===== config.mk =====
export PLATFORM = sky130hd
export DESIGN_NAME = rtc_calendar
export DESIGN_NICKNAME = d
export VERILOG_FILES = /design/src/rtl/rtc_pkg.sv /design/src/rtl/rtc_prescaler.sv /design/src/rtl/rtc_advance.sv /design/src/rtl/rtc_alarm_cmp.sv /design/src/rtl/rtc_calendar.sv
export SDC_FILE = /design/constraint.sdc
export NUM_CORES = 1
export LEC_CHECK = 0
export ABC_CLOCK_PERIOD_IN_PS = 23200
export CAP_MARGIN = 0
export CORE_MARGIN = 2
export CORE_UTILIZATION = 55
export CTS_CLUSTER_DIAMETER = 200
export DETAILED_ROUTE_END_ITERATION = 8
export PLACE_DENSITY = 0.78
export SLEW_MARGIN = 20
export SYNTH_ARGS = -nofsm -noshare
export SYNTH_HDL_FRONTEND = slang
export SYNTH_HIERARCHICAL = 1
export SYNTH_SLANG_ARGS = --single-unit

===== constraint.sdc =====
create_clock -name clk -period 23.2 [get_ports clk]
set_input_delay 6.96 -clock clk [delete_from_list [all_inputs] [get_ports clk]]
set_output_delay 6.96 -clock clk [all_outputs]
set_load 0.02 [all_outputs]

===== src/rtl/rtc_pkg.sv =====
package rtc_pkg;

    typedef enum logic [1:0] {
        S_IDLE  = 2'd0,
        S_ADV   = 2'd1,
        S_CHECK = 2'd2
    } upd_state_t;

    typedef struct packed {
        logic [7:0] sec;
        logic [7:0] min;
        logic [7:0] hr;
        logic [7:0] dow;
        logic [7:0] dom;
        logic [7:0] mon;
        logic [7:0] yr;
    } cal_t;

    localparam int NUM_ALM = 3;

    // Stored byte to binary count
    function automatic logic [7:0] fld_to_bin(input logic [7:0] v, input logic bin_mode);
        logic [7:0] tens;
        tens = {4'd0, v[7:4]};
        return bin_mode ? v : (tens << 3) + (tens << 1) + {4'd0, v[3:0]};
    endfunction

    // Binary count to stored byte
    function automatic logic [7:0] fld_from_bin(input logic [7:0] b, input logic bin_mode);
        logic [7:0] tens;
        logic [7:0] ones;
        tens = b / 8'd10;
        ones = b - tens * 8'd10;
        return bin_mode ? b : {tens[3:0], ones[3:0]};
    endfunction

endpackage


===== src/rtl/rtc_prescaler.sv =====
module rtc_prescaler #(
    parameter int CLK_PER_SEC = 32768,
    parameter int UIP_LEAD    = 8
) (
    input  logic clk,
    input  logic rst_n,
    output logic wrap_o,
    output logic lead_o
);
    localparam int CW = (CLK_PER_SEC > 1) ? $clog2(CLK_PER_SEC) : 1;
    localparam logic [CW-1:0] LAST  = CW'(CLK_PER_SEC - 1);
    localparam logic [CW-1:0] START = CW'(CLK_PER_SEC - UIP_LEAD);

    logic [CW-1:0] cnt_q;

    always_ff @(posedge clk or negedge rst_n) begin
        if (!rst_n)          cnt_q <= '0;
        else if (cnt_q == LAST) cnt_q <= '0;
        else                 cnt_q <= cnt_q + 1'b1;
    end

    assign wrap_o = (cnt_q == LAST);
    assign lead_o = (cnt_q >= START);

    p_cnt_range_r2: assert property (@(posedge clk) disable iff (!rst_n)
        cnt_q <= LAST);
    p_wrap_restart_r2: assert property (@(posedge clk) disable iff (!rst_n)
        wrap_o |=> (cnt_q == '0));
endmodule


===== src/rtl/rtc_advance.sv =====
module rtc_advance
    import rtc_pkg::*;
(
    input  cal_t cur_i,
    input  logic bin_i,
    input  logic h24_i,
    output cal_t nxt_o
);
    logic [7:0] s, mi, h, h12, dw, dm, mo, y, dim;
    logic [7:0] ns, nm, nh, nh12, ndw, ndm, nmo, ny;
    logic       leap, c_s, c_m, c_h, c_d, c_mo, npm;

    always_comb begin
        s  = fld_to_bin(cur_i.sec, bin_i);
        mi = fld_to_bin(cur_i.min, bin_i);
        dw = fld_to_bin(cur_i.dow, bin_i);
        dm = fld_to_bin(cur_i.dom, bin_i);
        mo = fld_to_bin(cur_i.mon, bin_i);
        y  = fld_to_bin(cur_i.yr,  bin_i);
        h12 = fld_to_bin({1'b0, cur_i.hr[6:0]}, bin_i);
        if (h24_i) h = fld_to_bin(cur_i.hr, bin_i);
        else       h = ((h12 == 8'd12) ? 8'd0 : h12) + (cur_i.hr[7] ? 8'd12 : 8'd0);

        leap = (y[1:0] == 2'b00);
        case (mo)
            8'd2:                      dim = leap ? 8'd29 : 8'd28;
            8'd4, 8'd6, 8'd9, 8'd11:   dim = 8'd30;
            default:                   dim = 8'd31;
        endcase

        c_s  = (s >= 8'd59);
        c_m  = c_s && (mi >= 8'd59);
        c_h  = c_m && (h >= 8'd23);
        c_d  = c_h && (dm >= dim);
        c_mo = c_d && (mo >= 8'd12);

        ns  = c_s  ? 8'd0 : s + 8'd1;
        nm  = c_s  ? (c_m  ? 8'd0 : mi + 8'd1) : mi;
        nh  = c_m  ? (c_h  ? 8'd0 : h + 8'd1)  : h;
        ndw = c_h  ? ((dw >= 8'd7) ? 8'd1 : dw + 8'd1) : dw;
        ndm = c_h  ? (c_d  ? 8'd1 : dm + 8'd1) : dm;
        nmo = c_d  ? (c_mo ? 8'd1 : mo + 8'd1) : mo;
        ny  = c_mo ? ((y >= 8'd99) ? 8'd0 : y + 8'd1) : y;

        npm  = (nh >= 8'd12);
        nh12 = npm ? nh - 8'd12 : nh;
        if (nh12 == 8'd0) nh12 = 8'd12;

        nxt_o.sec = fld_from_bin(ns,  bin_i);
        nxt_o.min = fld_from_bin(nm,  bin_i);
        nxt_o.dow = fld_from_bin(ndw, bin_i);
        nxt_o.dom = fld_from_bin(ndm, bin_i);
        nxt_o.mon = fld_from_bin(nmo, bin_i);
        nxt_o.yr  = fld_from_bin(ny,  bin_i);
        if (h24_i) nxt_o.hr = fld_from_bin(nh, bin_i);
        else       nxt_o.hr = {npm, fld_from_bin(nh12, bin_i)[6:0]};
    end
endmodule


===== src/rtl/rtc_alarm_cmp.sv =====
module rtc_alarm_cmp
    import rtc_pkg::*;
(
    input  logic [NUM_ALM-1:0][7:0] time_i,
    input  logic [NUM_ALM-1:0][7:0] alm_i,
    output logic                    match_o
);
    logic [NUM_ALM-1:0] hit;

    for (genvar g = 0; g < NUM_ALM; g++) begin : g_field
        assign hit[g] = (alm_i[g][7:6] == 2'b11) || (alm_i[g] == time_i[g]);
    end

    assign match_o = &hit;
endmodule


===== src/rtl/rtc_calendar.sv =====
module rtc_calendar
    import rtc_pkg::*;
#(
    parameter int CLK_PER_SEC = 32768,
    parameter int UIP_LEAD    = 8
) (
    input  logic       clk,
    input  logic       rst_n,
    input  logic       set_i,
    input  logic       bin_i,
    input  logic       h24_i,
    input  logic       wr_en_i,
    input  logic [3:0] wr_idx_i,
    input  logic [7:0] wr_data_i,
    input  logic [3:0] rd_idx_i,
    output logic [7:0] rd_data_o,
    output logic       uip_o,
    output logic       alarm_o,
    output logic       update_done_o
);
    upd_state_t state_q, state_d;
    cal_t       cal_q, cal_nxt;
    logic [NUM_ALM-1:0][7:0] alm_q;
    logic       wrap, lead, match;

    rtc_prescaler #(.CLK_PER_SEC(CLK_PER_SEC), .UIP_LEAD(UIP_LEAD)) u_pre (
        .clk(clk), .rst_n(rst_n), .wrap_o(wrap), .lead_o(lead));

    rtc_advance u_adv (.cur_i(cal_q), .bin_i(bin_i), .h24_i(h24_i), .nxt_o(cal_nxt));

    rtc_alarm_cmp u_cmp (
        .time_i({cal_q.hr, cal_q.min, cal_q.sec}),
        .alm_i(alm_q),
        .match_o(match));

    // Next-state logic
    always_comb begin
        state_d = state_q;
        unique case (state_q)
            S_IDLE:  if (wrap && !set_i) state_d = S_ADV;
            S_ADV:   state_d = S_CHECK;
            S_CHECK: state_d = S_IDLE;
            default: state_d = S_IDLE;
        endcase
    end

    // State register
    always_ff @(posedge clk or negedge rst_n) begin
        if (!rst_n) state_q <= S_IDLE;
        else        state_q <= state_d;
    end

    // Calendar and alarm storage
    always_ff @(posedge clk or negedge rst_n) begin
        if (!rst_n) begin
            cal_q <= '{sec: 8'd0, min: 8'd0, hr: 8'd0, dow: 8'd1,
                       dom: 8'd1, mon: 8'd1, yr: 8'd0};
            alm_q <= '0;
        end else if (state_q == S_ADV) begin
            cal_q <= cal_nxt;
        end else if (wr_en_i) begin
            case (wr_idx_i)
                4'd0: cal_q.sec <= wr_data_i;
                4'd1: alm_q[0]  <= wr_data_i;
                4'd2: cal_q.min <= wr_data_i;
                4'd3: alm_q[1]  <= wr_data_i;
                4'd4: cal_q.hr  <= wr_data_i;
                4'd5: alm_q[2]  <= wr_data_i;
                4'd6: cal_q.dow <= wr_data_i;
                4'd7: cal_q.dom <= wr_data_i;
                4'd8: cal_q.mon <= wr_data_i;
                4'd9: cal_q.yr  <= wr_data_i;
                default: ;
            endcase
        end
    end

    // Outputs
    always_comb begin
        uip_o         = (lead && !set_i) || (state_q != S_IDLE);
        update_done_o = (state_q == S_CHECK);
        alarm_o       = (state_q == S_CHECK) && match;
        case (rd_idx_i)
            4'd0:    rd_data_o = cal_q.sec;
            4'd1:    rd_data_o = alm_q[0];
            4'd2:    rd_data_o = cal_q.min;
            4'd3:    rd_data_o = alm_q[1];
            4'd4:    rd_data_o = cal_q.hr;
            4'd5:    rd_data_o = alm_q[2];
            4'd6:    rd_data_o = cal_q.dow;
            4'd7:    rd_data_o = cal_q.dom;
            4'd8:    rd_data_o = cal_q.mon;
            4'd9:    rd_data_o = cal_q.yr;
            default: rd_data_o = 8'd0;
        endcase
    end

    p_freeze_hold_r7: assert property (@(posedge clk) disable iff (!rst_n)
        (set_i && !wr_en_i && state_q != S_ADV) |=> $stable(cal_q));
    p_done_single_r2: assert property (@(posedge clk) disable iff (!rst_n)
        update_done_o |=> !update_done_o);
    p_adv_needs_wrap_r2: assert property (@(posedge clk) disable iff (!rst_n)
        (state_q == S_IDLE && state_d == S_ADV) |-> wrap);
    p_uip_covers_update_r8: assert property (@(posedge clk) disable iff (!rst_n)
        (state_q == S_IDLE && state_d == S_ADV) |-> uip_o);
    p_done_has_uip_r8: assert property (@(posedge clk) disable iff (!rst_n)
        update_done_o |-> uip_o);
    p_alarm_in_done_r10: assert property (@(posedge clk) disable iff (!rst_n)
        alarm_o |-> update_done_o);
endmodule


==> metrics.cfg, run 1 <==
[grt]
antenna_found_initial = 0
grt_start_max_net_pins = 73
grt_pass1_vias = 12940
grt_pass1_wl_um = 65600
track_usage_pct = 30.2
grt_overflow = 0

[layout]
diodes = 0
layout-drive-gt1-share_pct = 7.86
design_area_um2 = 14500
syn_to_final_growth_pct = 4.92
post-route-util_pct = 58.1
nNetsFinal = 1860
fillers = 2250

[power]
ir_worst_vdd_mv = 0.117
power.share.switching_pct = 54.5
p_int_mw = 1.09
p_leak_nw = 6.00
p_per_area_nw_per_um2 = 165
p_seq_share_pct = 11.3
comb_power_share_pct = 81.6
clockPowerShare_pct = 7.1
p_sw_mw = 1.30

[placement]
post_dp_cell_area_um2 = 14200
port_buffers = 32
place_congestion = 0.961
place_ws_ns = 4.30
hpwl_um = 29100

[synthesis]
seq_area_frac_synth_pct = 17.6
ys_types = 114
async_flop_share_pct = 100
syn_area_um2 = 13800
yosys.area.top_type = dfrtp_1
synthCells = 1773
synth-edff-count = 0
ys_warn_count = 6
ys_ff_latch = 97
synthTopCellsByArea = dfrtp_1, ha_1, mux2i_1, o21ai_0, nand2_1
ys.flop_type = dfrtp_1
synth_fp_nets = 1907
synth_top_area_share_pct = 17.0
avgSynthCellArea_um2 = 7.80

[clock_network]
cts_post_setup_buffers_inserted = 0
cts_buffer_depth = 2
clockRootBuffer = clkbuf_16
cts_max_level = 3
cts_resized = 0
cts-buffers-inserted = 9
clkTransAtPathRegs_ns = 0.07
postCtsHoldBufs = 0
cts_tree = yes
cts.sinks = 97
clk_latency_ns = 0.36

[detailed_routing]
viasPerCell = 6.71
ant_nets = 0
wl_per_cell_um = 19.5
dr.pass1.iters = 7
vias = 13827
drt_iter0_drc = 1358
route.detailed.drc = 0
wirelength_um = 40200

[timing]
hold_viol = 0
fmaxAchievable_ghz = 0.0537
rsz0062_at_grt = false
finalCriticalPeriod_ns = 18.64
worst_pin_slew_ns = 1.06
finalWorstSetupSlack_ns = 4.56
maxSlewViolCount = 0
fin_crit_sh_pct = 80.3
finalClockSkew_ns = 0.00844
tns_ns = 0
max_slew_margin_pct = 29.3
setup_viol = 0

[setup_path]
crit_slowest_cell = o22ai_1
cp-start-kind = input port
crit_required_ns = 23.48
cp_slowest_stage_delay_ns = 0.75
cp_common_cell = ha_1
end_kind = flip-flop
ff2ff_setup_slack_ns = 10.80
crit_arrival_ns = 18.91
critPathMaxFanout = 72
crit_type = in2reg

[floorplan]
num_rows = 58
die-area_um2 = 26400
die_x_um = 163
die_h_um = 163
design.core.area_um2 = 25000
io_pins = 33
initial_utilization_pct = 55.4

[flow_run]
max_cap_violations = 0

[run_status]
outcome = finished clean

[hold_path]
hp-class = reg2reg

power by group through the flow:
stage / Clock (mW) / Sequential, mW / Combinational, mW
2_1_floorplan: 0 / 0.244 / 1.54
3_3_place_gp: 0 / 0.269 / 1.86
3_5_place_dp: 0 / 0.270 / 1.90
4_1_cts: 0.171 / 0.268 / 1.92
5_1_grt: 0.176 / 0.275 / 2.17
6_report: 0.171 / 0.270 / 1.95
area by class of cell:
class                           instances  area (um2)  area share [%]
Clock buffer                           11         243            1.67
Clock inverter                          5        86.3           0.595
Inverter                               74         278            1.91
Multi-Input combinational cell       1495       10600            73.2
Sequential cell                        97        2430            16.8
Tap cell                              330         413            2.85
Timing Repair Buffer                   49         443            3.05
per-layer routing:
layer	track usage (%)	wire length, um	up-vias
li1	-	-	6464
met1	41.0	17300	6628
met3	3.03	2780	113
met4	11.9	1380	2
met2	49.7	18700	620
met5	0	23	-
cell families (layout without fill, tap and decap cells):
family                   count (synthesis)  in the layout  synth area share [%]
buffers and inverters                  181            139                  5.71
multiplexers                           142            142                  11.0
AND/OR/NAND/NOR                        617            617                  22.5
flip-flops                              97             97                  17.6
AO/OA/AOI/OAI                          529            529                  25.7
other                                    1              1                0.0271
XOR/XNOR                                91             91                  5.87
adder cells (fa/ha/maj)                115            115                  11.6
registers in the layout, indices dropped and copies added, names as in the netlist:
register	flops
cal_q	56
alm_q	24
u_pre/cnt_q	15
state_q	2
worst max-delay path: cells and delay by family:
kind	cells	cell delay, ns
buf+inv	7	1.84
simple gates	15	3.10
xor+xnor	1	0.24
fa+ha+maj	8	2.33
compound gates	12	3.74
mux	2	0.53
stage by stage:
stage | hold slack, ns | instances | power [mW]
4_1_cts | 0.467 | 2061 | 2.36
3_3_place_gp | 0.449 | 2045 | 2.13
2_1_floorplan | 0.437 | 1773 | 1.78
3_5_place_dp | 0.465 | 2045 | 2.17
5_1_grt | 0.489 | 2061 | 2.62
6_report | 0.472 | 2061 | 2.39
cells in the mapped netlist, drive strengths merged (26+ instances only):
master	n
ha	89
a22oi	26
o21ai	152
buf	45
nor3	49
xnor2	50
a21oi	109
clkbuf	62
nand2	188
dfrtp	94
nor2	132
xor2	40
mux2i	98
nand3	44
mux2	40
inv	72
final timing paths:
path | from | to | cells past startpoint
setup / recovery | bin_i | cal_q[34]$_DFFE_PN0P_ | 45
hold / removal | state_q[1]$_DFFE_PN0P_ | state_q[0]$_DFFE_PN0P_ | 1
setup reg to reg | cal_q[38]$_DFFE_PN0P_ | cal_q[34]$_DFFE_PN0P_ | 45
hold reg to reg | state_q[1]$_DFFE_PN0P_ | state_q[0]$_DFFE_PN0P_ | 1
max in group asynchronous | rst_n | cal_q[34]$_DFFE_PN0P_ | 2
min in group asynchronous | rst_n | cal_q[5]$_DFFE_PN0P_ | 1
cell usage in the layout (no fill, tap or decap), drive strengths merged, types with 19 or more instances in the layout:
master,instances
a21oi,109
a22oi,26
and3,21
buf,19
clkdlybuf4s50,30
dfrtp,94
fa,23
ha,89
inv,73
mux2,40
mux2i,98
nand2,188
nand2b,19
nand3,44
nand4,24
nor2,132
nor2b,23
nor3,49
o211ai,20
o21ai,152
o22ai,21
xnor2,50
xor2,40
(Power assumes the default switching activity.)
==> run 2: changes to the inputs <==
--- a/config.mk
+++ b/config.mk
@@ -5,7 +5,7 @@
 export SDC_FILE = /design/constraint.sdc
 export NUM_CORES = 1
 export LEC_CHECK = 0
-export ABC_CLOCK_PERIOD_IN_PS = 23200
+export ABC_CLOCK_PERIOD_IN_PS = 19180
 export CAP_MARGIN = 0
 export CORE_MARGIN = 2
 export CORE_UTILIZATION = 55
==> constraint.sdc (replaced) <==
create_clock -name clk -period 19.18 [get_ports clk]
set_input_delay 5.754 -clock clk [delete_from_list [all_inputs] [get_ports clk]]
set_output_delay 5.754 -clock clk [all_outputs]
set_load 0.02 [all_outputs]
==> metrics.cfg, run 2 (same netlist as run 1, synthesis figures left out) <==
[run_status]
outcome = finished clean

[timing]
worst_pin_slew_ns = 1.02
fin_crit_sh_pct = 87.6
fmaxAchievable_ghz = 0.0595
max_slew_margin_pct = 32.1
finalWorstSetupSlack_ns = 2.38
rsz0062_at_grt = false
finalClockSkew_ns = 0.0129
tns_ns = 0
setup_viol = 0
finalCriticalPeriod_ns = 16.80
maxSlewViolCount = 0
hold_viol = 0

[layout]
largest_reg_flops = 56
layout-drive-gt1-share_pct = 7.87
final_cell_mix = nand2_1, o21ai_0, nor2_1, a21oi_1, mux2i_1
syn_to_final_growth_pct = 4.51
nNetsFinal = 1857
reg_top3 = cal_q x56, alm_q x24, u_pre/cnt_q x15
final_common_cell = nand2_1
diodes = 0
largest-register = cal_q

[detailed_routing]
top_layer_used = met4
wl_met2_um = 18400
dr.pass1.iters = 6
met1_length_um = 17500
drt_iter0_drc = 1421
met3_length_um = 3090
wl_per_cell_um = 19.6
viasPerCell = 6.69
vias = 13765
wirelength_um = 40300
ant_nets = 0
route.detailed.drc = 0

[floorplan]
initial_utilization_pct = 55.4
design.core.area_um2 = 25000
die_h_um = 163
num_rows = 58
die-area_um2 = 26400
die_x_um = 163
io_pins = 33

[setup_path]
cp-start-kind = input port
crit_slowest_cell = o22ai_1
crit_type = in2reg
cp_slowest_stage_delay_ns = 0.69
crit_arrival_ns = 17.08
end_kind = flip-flop
critPathMaxFanout = 49
cp_common_cell = ha_1
crit_required_ns = 19.45

[placement]
port_buffers = 32
place_congestion = 0.976
place_ws_ns = 1.90
hpwl_um = 29400

[clock_network]
clockRootBuffer = clkbuf_16
cts_tree = yes
cts_post_setup_buffers_inserted = 0
cts.sinks = 97
clk_latency_ns = 0.36
cts_max_level = 3
cts_buffer_depth = 2
cts-buffers-inserted = 9
clkTransAtPathRegs_ns = 0.08
cts_resized = 0
postCtsHoldBufs = 0

[power]
comb_power_share_pct = 82.2
p_int_mw = 1.29
p_sw_mw = 1.58
p_leak_nw = 5.96
ir_worst_vdd_mv = 0.164
p_seq_share_pct = 11.4
clockPowerShare_pct = 6.3
power.share.switching_pct = 55.1
p_per_area_nw_per_um2 = 198

[grt]
grt_overflow = 0
antenna_found_initial = 0
grt_start_max_net_pins = 72
grt_pass1_vias = 12597
grt_pass1_wl_um = 65600
track_usage_pct = 30.4

[hold_path]
hp-class = reg2reg

[flow_run]
max_cap_violations = 0

## run 2: layer usage
layer / up-vias / GRT usage, %
li1: 6478 / -
met1: 6571 / 42.4
met2: 622 / 48.2
met3: 94 / 4.20
met4: 0 / 11.5
met5: - / 0
## run 2: worst max-delay path: cells and delay by family
kind / cells / cell delay (ns)
multiplexers: 2 / 0.52
adder cells (fa/ha/maj): 8 / 2.33
buffers and inverters: 7 / 1.53
AND/OR/NAND/NOR: 15 / 2.90
AO/OA/AOI/OAI: 12 / 3.71
XOR/XNOR: 1 / 0.27
## run 2: area by class of cell
class / count / area, um2
Clock buffer: 9 / 225
Clock inverter: 7 / 58.8
Fill cell: 2288 / 10500
Inverter: 74 / 278
Multi-Input combinational cell: 1495 / 10600
Sequential cell: 97 / 2430
Tap cell: 330 / 413
Timing Repair Buffer: 46 / 420
## run 2: path summary, 6_finish.rpt
kind / startpoint / end / slack [ns] / depth (start not counted)
worst max register to register: cal_q[38]$_DFFE_PN0P_ / cal_q[34]$_DFFE_PN0P_ / 6.97 / 45
worst min-delay path: state_q[1]$_DFFE_PN0P_ / state_q[0]$_DFFE_PN0P_ / 0.47 / 1
worst min register to register: state_q[1]$_DFFE_PN0P_ / state_q[0]$_DFFE_PN0P_ / 0.47 / 1
worst max-delay path: bin_i / cal_q[34]$_DFFE_PN0P_ / 2.38 / 45
min in group asynchronous: rst_n / state_q[1]$_DFFE_PN0P_ / 5.29 / 1
max in group asynchronous: rst_n / cal_q[23]$_DFFE_PN0P_ / 12.62 / 2
## run 2: through the flow
step	total power [mW]	hold slack (ns)	util (%)	area (um2)	std cells
after floorplan	2.15	0.437	-	13800	1773
after global placement	2.58	0.453	56.7	14200	2042
after detailed placement	2.62	0.462	56.7	14200	2042
after CTS	2.82	0.471	57.9	14400	2058
after global routing	3.16	0.510	57.9	14500	2058
final	2.87	0.469	57.9	14500	2058
## run 2: power groups by stage
stage                     Clock [mW]  Combinational (mW)  Sequential [mW]
after detailed placement           0                2.30            0.328
after global placement             0                2.25            0.327
final                          0.182                2.36            0.328
after CTS                      0.182                2.31            0.325
after floorplan                    0                1.86            0.295
after global routing           0.190                2.63            0.333
